`src/rtl/keypad_pkg.sv`:
```
package keypad_pkg;
    localparam int CODE_W = 5;
    localparam int LINES  = 4;

    typedef logic [CODE_W-1:0] code_t;

    localparam code_t KEY_NONE = 5'h1F;

    // index of the lowest zero bit
    function automatic logic [1:0] low_index(input logic [LINES-1:0] v);
        logic [1:0] idx;
        idx = 2'd0;
        for (int i = LINES - 1; i >= 0; i--) begin
            if (!v[i]) idx = 2'(i);
        end
        return idx;
    endfunction

    // exactly one bit low
    function automatic logic single_low(input logic [LINES-1:0] v);
        int n;
        n = 0;
        for (int i = 0; i < LINES; i++) begin
            if (!v[i]) n++;
        end
        return (n == 1);
    endfunction
endpackage

```
`src/rtl/keypad_tick.sv`:
```
module keypad_tick #(
    parameter int DIV = 4
) (
    input  logic clk_i,
    input  logic rst_i,
    output logic tick_o
);
    localparam int CW = (DIV > 1) ? $clog2(DIV) : 1;

    typedef struct packed {
        logic [CW-1:0] cnt;
    } tick_st_t;

    tick_st_t s_d, s_q;

    assign tick_o = (s_q.cnt == CW'(DIV - 1));

    always_comb begin
        s_d = s_q;
        if (tick_o) s_d.cnt = '0;
        else        s_d.cnt = s_q.cnt + CW'(1);
    end

    always_ff @(posedge clk_i) begin
        if (rst_i) s_q <= '0;
        else       s_q <= s_d;
    end
endmodule

```
`src/rtl/keypad_sync.sv`:
```
module keypad_sync #(
    parameter int W = 4
) (
    input  logic         clk_i,
    input  logic         rst_i,
    input  logic [W-1:0] din_i,
    output logic [W-1:0] dout_o
);
    typedef struct packed {
        logic [W-1:0] m1;
        logic [W-1:0] m2;
    } sync_st_t;

    sync_st_t s_d, s_q;

    always_comb begin
        s_d    = s_q;
        s_d.m1 = din_i;
        s_d.m2 = s_q.m1;
    end

    assign dout_o = s_q.m2;

    always_ff @(posedge clk_i) begin
        if (rst_i) s_q <= '{m1: '1, m2: '1};
        else       s_q <= s_d;
    end
endmodule

```
`src/rtl/keypad_rowscan.sv`:
```
module keypad_rowscan
    import keypad_pkg::*;
(
    input  logic             clk_i,
    input  logic             rst_i,
    input  logic             tick_i,
    input  logic [LINES-1:0] col_s_i,
    output logic [LINES-1:0] row_n_o,
    output code_t            frame_o
);
    typedef struct packed {
        logic [1:0] rcnt;
        code_t      hit;
        code_t      frame;
    } scan_st_t;

    scan_st_t   s_d, s_q;
    logic [1:0] row_idx;
    logic       pat_ok;
    code_t      pat_code;
    code_t      cand;

    // counter 01 selects row bit 0, 00 selects row bit 3
    assign row_idx  = s_q.rcnt - 2'd1;
    assign row_n_o  = ~(4'b0001 << row_idx);
    assign pat_ok   = single_low(col_s_i);
    assign pat_code = {1'b0, row_idx, low_index(col_s_i)};
    assign cand     = pat_ok ? pat_code : s_q.hit;

    always_comb begin
        s_d = s_q;
        if (tick_i) begin
            s_d.rcnt = s_q.rcnt + 2'd1;
            if (s_q.rcnt == 2'b00) begin
                s_d.frame = cand;
                s_d.hit   = KEY_NONE;
            end else begin
                s_d.hit   = cand;
            end
        end
    end

    assign frame_o = s_q.frame;

    always_ff @(posedge clk_i) begin
        if (rst_i) s_q <= '{rcnt: 2'b00, hit: KEY_NONE, frame: KEY_NONE};
        else       s_q <= s_d;
    end
endmodule

```
`src/rtl/keypad_debounce.sv`:
```
module keypad_debounce
    import keypad_pkg::*;
#(
    parameter int NSLOTS = 8
) (
    input  logic  clk_i,
    input  logic  rst_i,
    input  logic  tick_i,
    input  code_t frame_i,
    output code_t code_o,
    output logic  valid_o
);
    localparam int PW = (NSLOTS > 1) ? $clog2(NSLOTS) : 1;

    typedef struct packed {
        code_t [NSLOTS-1:0] slot;
        logic  [PW-1:0]     ptr;
        code_t              code;
        logic               valid;
    } deb_st_t;

    deb_st_t           s_d, s_q;
    logic [NSLOTS-1:0] same;

    for (genvar i = 0; i < NSLOTS; i++) begin : g_cmp
        assign same[i] = (s_q.slot[i] == s_q.slot[0]);
    end

    always_comb begin
        s_d       = s_q;
        s_d.valid = 1'b0;
        if (&same) begin
            s_d.code  = s_q.slot[0];
            s_d.valid = (s_q.slot[0] != KEY_NONE) && (s_q.code == KEY_NONE);
        end
        if (tick_i) begin
            s_d.slot[s_q.ptr] = frame_i;
            s_d.ptr = (s_q.ptr == PW'(NSLOTS - 1)) ? '0 : s_q.ptr + PW'(1);
        end
    end

    assign code_o  = s_q.code;
    assign valid_o = s_q.valid;

    always_ff @(posedge clk_i) begin
        if (rst_i) s_q <= '{slot: {NSLOTS{KEY_NONE}}, ptr: '0, code: KEY_NONE, valid: 1'b0};
        else       s_q <= s_d;
    end
endmodule

```
`src/rtl/keypad_scanner.sv`:
```
module keypad_scanner
    import keypad_pkg::*;
#(
    parameter int SCAN_DIV   = 31250,
    parameter int SAMPLE_DIV = 12500000,
    parameter int NSLOTS     = 8
) (
    input  logic        clk_i,
    input  logic        rst_i,
    input  logic [3:0]  col_n_i,
    output logic [3:0]  row_n_o,
    output logic [4:0]  key_code_o,
    output logic        key_valid_o
);
    logic [LINES-1:0] col_s;
    logic             scan_tick;
    logic             sample_tick;
    code_t            frame_code;

    keypad_tick #(.DIV(SCAN_DIV)) u_scan_tick (
        .clk_i (clk_i),
        .rst_i (rst_i),
        .tick_o(scan_tick)
    );

    keypad_tick #(.DIV(SAMPLE_DIV)) u_sample_tick (
        .clk_i (clk_i),
        .rst_i (rst_i),
        .tick_o(sample_tick)
    );

    keypad_sync #(.W(LINES)) u_col_sync (
        .clk_i (clk_i),
        .rst_i (rst_i),
        .din_i (col_n_i),
        .dout_o(col_s)
    );

    keypad_rowscan u_rowscan (
        .clk_i  (clk_i),
        .rst_i  (rst_i),
        .tick_i (scan_tick),
        .col_s_i(col_s),
        .row_n_o(row_n_o),
        .frame_o(frame_code)
    );

    keypad_debounce #(.NSLOTS(NSLOTS)) u_debounce (
        .clk_i  (clk_i),
        .rst_i  (rst_i),
        .tick_i (sample_tick),
        .frame_i(frame_code),
        .code_o (key_code_o),
        .valid_o(key_valid_o)
    );
endmodule

```
`config.mk`:
```
export PLATFORM = sky130hd
export DESIGN_NAME = keypad_scanner
export DESIGN_NICKNAME = d
export VERILOG_FILES = /design/src/rtl/keypad_pkg.sv /design/src/rtl/keypad_tick.sv /design/src/rtl/keypad_sync.sv /design/src/rtl/keypad_rowscan.sv /design/src/rtl/keypad_debounce.sv /design/src/rtl/keypad_scanner.sv
export SDC_FILE = /design/constraint.sdc
export NUM_CORES = 1
export LEC_CHECK = 0
export CAP_MARGIN = 20
export CORE_UTILIZATION = 49
export CTS_BUF_LIST = sky130_fd_sc_hd__clkbuf_16
export DETAILED_ROUTE_END_ITERATION = 8
export PLACE_DENSITY = 0.66
export SLEW_MARGIN = 0
export SYNTH_ARGS = -nofsm -noshare
export SYNTH_HDL_FRONTEND = slang
export SYNTH_SLANG_ARGS = --single-unit
```
`constraint.sdc`:
```
create_clock -name clk_i -period 3.4 [get_ports clk_i]
set_clock_uncertainty 0.2 [all_clocks]
set_input_delay 0.68 -clock clk_i [delete_from_list [all_inputs] [get_ports clk_i]]
set_output_delay 0.68 -clock clk_i [all_outputs]
set_load 0.02 [all_outputs]
```
==> Word-level counts from Yosys, hierarchy flattened <==
Cells that the tools add are included.
{ "op_classes": {"n_addsub": 8, "multipliers": 0, "div": 0, "order_cmp": 2, "n_eq_ne": 13, "shift": 1, "n_mux": 14, "bitwise_logic": 2, "n_reduce_logical": 8} }
{ "op_table": {"columns": ["op", "n"], "rows": [
  ["two-way mux 32 bit", 3],
  ["adder 32 x 2 -> 32 bit, second input constant", 2],
  ["bitwise mux 40 bit", 1],
  ["equality test 5 bit", 7],
  ["equality test 32 x 2 -> 1 bit, second input constant", 1],
  ["adder 24 x 1 -> 24 bit, second input constant", 1],
  ["equality test 24 bit, second input constant", 1],
  ["adder 15 x 1 -> 15 bit, second input constant", 1],
  ["demux 5 bit (select 3 bit)", 1],
  ["equality test 15 bit, second input constant", 1],
  ["two-way mux 5 bit", 3],
  ["two-way mux 2 bit", 4],
  ["AND reduction 7 bit", 1],
  ["OR reduction 2 bit", 3],
  ["equality test 5 bit, second input constant", 1],
  ["!= test 5 bit, second input constant", 1],
  ["less-than comparator 3 x 4 -> 1 bit, second input constant", 1],
  ["inverter 4 bit", 1],
  ["left shift 1 x 2 -> 4 bit, first input constant", 1],
  ["adder 3 x 1 -> 3 bit, second input constant", 1],
  ["equality test 3 bit, second input constant", 1],
  ["greater-or-equal comparator 3 x 1 -> 1 bit, second input constant", 1],
  ["two-way mux 3 bit", 1],
  ["adder 1 x 1 -> 2 bit, second input constant", 1],
  ["7 further kinds", 8]
]} }
{ "word_totals": {"ff_bits": 108, "latchBits": 0, "mem_bits_rw": 0, "romBits": 0, "wordCells": 66, "memories": 0} }

==> Logic depth before layout (Yosys ltp) <==
{ "depth": {"ltp_word": 10, "ltp_mapped": 9, "mapped_depth_nobuf": 9} }

==> Cells and area by module <==
A second synthesis with hierarchy kept.
{ "unflattened": {"cells_unflattened": 534, "hier_area_um2": 5078.6} }
{ "by_module_without_submodules": {"columns": ["module", "n_inst", "cells_each", "area_each_um2"], "rows": [
  ["keypad_debounce", 1, 222, 2158.3],
  ["keypad_tick at u_sample_tick", 1, 128, 1162.4],
  ["keypad_rowscan", 1, 92, 844.6],
  ["keypad_tick at u_scan_tick", 1, 76, 703.2],
  ["keypad_sync", 1, 16, 210.2]
]} }

==> Worst setup path before layout <==
OpenSTA, ideal clock, no wires.
{ "synth_path": {"path_type": "register to register", "from": "register u_sample_tick.s_q[5] (netlist name)", "to": "register u_debounce.s_q[14] (netlist name)", "setup_time_ps": 72, "t_arrival_ps": 2285, "path_slack_ps": 843, "stages_incl_launch_ff": 8, "cell_sequence": "dfxtp_1 -> or4b_1 -> or3_1 -> clkbuf_2 -> or2_1 -> buf_6 -> nor4b_4 -> mux2i_1"} }
{ "synth_between": {"elab_chain_len": 1} }
{ "synth_rtl": {"columns": ["element", "line_no", "text"], "rows": [
  ["start, declared", "keypad_tick.sv:14", "tick_st_t s_d, s_q;"],
  ["start signal, assigned", "keypad_tick.sv:25", "if (rst_i) s_q <= '0;"],
  ["start signal, assigned", "keypad_tick.sv:26", "else s_q <= s_d;"],
  ["equality test 24 bit", "keypad_tick.sv:16", "assign tick_o = (s_q.cnt == CW'(DIV - 1));"],
  ["end signal, assigned", "keypad_debounce.sv:46", "if (rst_i) s_q <= '{slot: {NSLOTS{KEY_NONE}}, ptr: '0, code: KEY_NONE, valid: 1'b0};"],
  ["end, declared", "keypad_debounce.sv:22", "deb_st_t s_d, s_q;"]
]} }
No other way between the ends.
A chain may end at the register's enable or synchronous reset.

==> Worst setup path after layout <==
{ "layout_path": {"from": "register u_sample_tick.s_q[5] (netlist name)", "to": "register u_debounce.s_q[16] (netlist name)"} }
Same word-level chain as after synthesis.

==> results.yml <==
run_status:
  status: "finished, final reports clean"
synth:
  synthArstFlopShare_pct: 0
  yosysSeqAreaShare_pct: 45.7
  synth_simple_gate_area_share_pct: 26.1
  postSynthAreaPerCell_um2: 9.29
  synth_edf_count: 0
  synth_compound_area_share_pct: 3.10
  ys_seq_elements: 108
  synth_cells: 509
  synth_top_family_by_area: "simple AND/OR/NAND/NOR gates"
  syn-num-nets: 528
  synth-adder-area-share_pct: 3.44
  synth-xor-area-share_pct: 7.04
  synth.area.mux_share_pct: 11.0
  ys_types: 50
  ys.warnings.count: 0
  syn-cell-area_um2: 4730
  synthFlopType: "dfxtp_1"
floorplan:
  die_h_um: 100
  initial_utilization_pct: 50.9
  fp.coreArea_um2: 9280
  ioPinCount: 16
  num_rows: 35
  dieArea_um2: 10000
  chipWidth_um: 100
detailed_routing:
  vias: 3430
  wirelength_um: 8810
  remaining_drc_errors: 0
  first_pass_iters: 4
  drtIter0Drc: 123
  drtAntennaViolNets: 0
  via_per_inst: 5.24
  avgRoutedWirePerCell_um: 13.4
sta:
  rsz0062_at_grt: "no"
  maxSlewViolCount: 0
  finalSetupViolations: 0
  period_share_pct: 81.2
  fmax_ghz: 0.362
  setup_tns_ps: 0
  period_minus_slack_ps: 2760
  slew_headroom_pct: 34.4
  hold_viol: 0
  tightest_slew_ps: 984
min_path:
  hp-class: "reg -> reg"
cts:
  cts.repair.resized: 0
  ctsHtreeMaxLevel: 3
  postCtsHoldBufs: 0
  clk_latency_ps: 350
  cts_buffers: 9
  path_clk_slew_ps: 70
  post_cts_buffers: 0
  cts_tree: "built"
  clock-sinks: 108
  cts-root-buf: "clkbuf_16"
  clock_path_buffers: 2
global_routing:
  grtUsageTotal_pct: 19.0
  first_global_vias: 3265
  overflow: 0
  grt_antenna_before_repair: 0
  grt_pass1_wl_um: 15100
  grt_max_degree: 50
critical_path:
  r2r_cells: 5
  reg2reg_from: "u_sample_tick.s_q[5]"
  rr_endpoint: "u_debounce.s_q[16]"
  cpPeakStageDelay_ps: 520
  cp-end-kind: "flop"
  path_buf_inv: 0
  critical_path.slowest_cell: "or4b_1"
  cp-startpoint: "u_sample_tick.s_q[5]"
  worstPathMaxFanout: 9
  crit_chain: "or4b_1 -> or3_1 -> or2_1 -> nor4b_4 -> mux2i_1"
  crit_cells: 5
  crit_path_end: "u_debounce.s_q[16]"
  critPathLaunchType: "flop"
  rrSetupSlack_ps: 640
  required_ps: 3480
  path_class: "reg -> reg"
  cp_data_arrival_time_ps: 2830
  path_delay_family: "simple AND/OR/NAND/NOR gates"
run:
  maxCapViolations: 0
layout:
  fillCellCount: 839
  post-route-util_pct: 57.4
  fin_nets: 540
  area_growth_pct: 12.8
  mostFrequentLayoutCells: "dfxtp_1, nor2_1, mux2i_1"
  final_common_cell: "dfxtp_1"
  diodes: 0
  drive_above_1_share_pct: 7.79
power:
  p_switching_uw: 517
  total_power_mw: 2.54
  power.internal_mw: 2.03
  powerDensity_nw_per_um2: 477
  clkPwrFrac_pct: 46.9
  swShare_pct: 20.3
  seqPwrFrac_pct: 50.4
  p_comb_share_pct: 2.7
  irDropWorstVdd_mv: 0.301
  p_leak_nw: 2.12
placement:
  routabilityCongestion: 0.764
  dp_hpwl_um: 6140
  io_buffers: 15
==> layout make-up <==
class / instances / area (µm²) / area share [%]
clock buffer: 9 / 225 / 4.22
sequential: 108 / 2160 / 40.5
multi-input combinational: 364 / 2400 / 44.9
timing repair buffer: 23 / 210 / 3.94
inverter: 15 / 56.3 / 1.06
tap: 129 / 161 / 3.03
clock inverter: 7 / 121 / 2.28
==> state kept, by name (all words and copies together) (netlist names) <==
name / flops
u_col_sync.dout_o: 4
u_col_sync.s_d: 4
u_debounce.code_o: 5
u_debounce.s_q: 43
u_debounce.valid_o: 1
u_rowscan.frame_o: 5
u_rowscan.s_q: 7
u_sample_tick.s_q: 24
u_scan_tick.s_q: 15
==> per-layer routing <==
| layer | track usage [%] | up-vias | share of wire (%) |
|---|---|---|---|
| met4 | 4.24 | 0 | 0.67 |
| met2 | 30.7 | 47 | 46 |
| met3 | 5.36 | 6 | 3.3 |
| met1 | 25.3 | 1606 | 50 |
| li1 | - | 1771 | - |
| met5 | 0 | - | 0 |
==> power groups by stage <==
stage | registers [mW] | clock network (mW) | logic, mW
final | 1.28 | 1.19 | 0.0678
after global routing | 1.28 | 1.28 | 0.0761
after CTS | 1.28 | 1.23 | 0.0687
after detailed placement | 1.31 | 0 | 0.0683
after global placement | 1.31 | 0 | 0.0662
after floorplan | 1.31 | 0 | 0.0487
==> worst min path at each step <==
stage | from | depth (start not counted) | slack [ps] | end
floorplan | u_col_sync.s_d[0] | 1 | 190 | u_col_sync.dout_o[0]
global placement | u_col_sync.s_d[3] | 1 | 190 | u_col_sync.dout_o[3]
detailed placement | u_col_sync.s_d[1] | 1 | 190 | u_col_sync.dout_o[1]
CTS | u_col_sync.s_d[1] | 1 | 210 | u_col_sync.dout_o[1]
global route | u_col_sync.s_d[1] | 1 | 230 | u_col_sync.dout_o[1]
finish | u_col_sync.s_d[3] | 1 | 210 | u_col_sync.dout_o[3]
==> per-stage QoR <==
stage | instance area, µm² | hold WS (ps) | setup WS, ps | instances
finish | 5330 | 209 | 640 | 655
global route | 5330 | 230 | 382 | 655
CTS | 5330 | 212 | 628 | 655
detailed placement | 4990 | 194 | 653 | 639
global placement | 4990 | 194 | 725 | 639
floorplan | 4730 | 189 | 843 | 509
==> worst register-to-register path: stages (launching register included) <==
cell     delay [ps]
dfxtp_1         360
or4b_1          520
or3_1           470
or2_1           420
nor4b_4         490
mux2i_1         240
==> kinds of logic (layout without fill, tap and decap cells) <==
kind of cell    after synthesis  after routing
fa+ha+maj                    13             13
xor+xnor                     38             38
mux                          52             52
simple gates                238            238
compound gates               23             23
flops                       108            108
buf+inv                      37             54
==> cells in the mapped netlist, types with 9 or more instances <==
| library cell | count | area share, % |
|---|---|---|
| ha_1 | 13 | 3.4 |
| inv_1 | 15 | 1.2 |
| clkbuf_1 | 11 | 0.87 |
| a21oi_1 | 12 | 1.3 |
| nor2_1 | 91 | 7.2 |
| xor2_1 | 24 | 4.4 |
| nand2_1 | 44 | 3.5 |
| nand3_1 | 15 | 1.6 |
| nand4_1 | 21 | 2.8 |
| dfxtp_1 | 108 | 46 |
| xnor2_1 | 14 | 2.6 |
| mux2i_1 | 52 | 11 |
| or2_2 | 9 | 1.2 |
| and3_1 | 9 | 1.2 |
No activity file was read; power rests on OpenSTA's default activity.
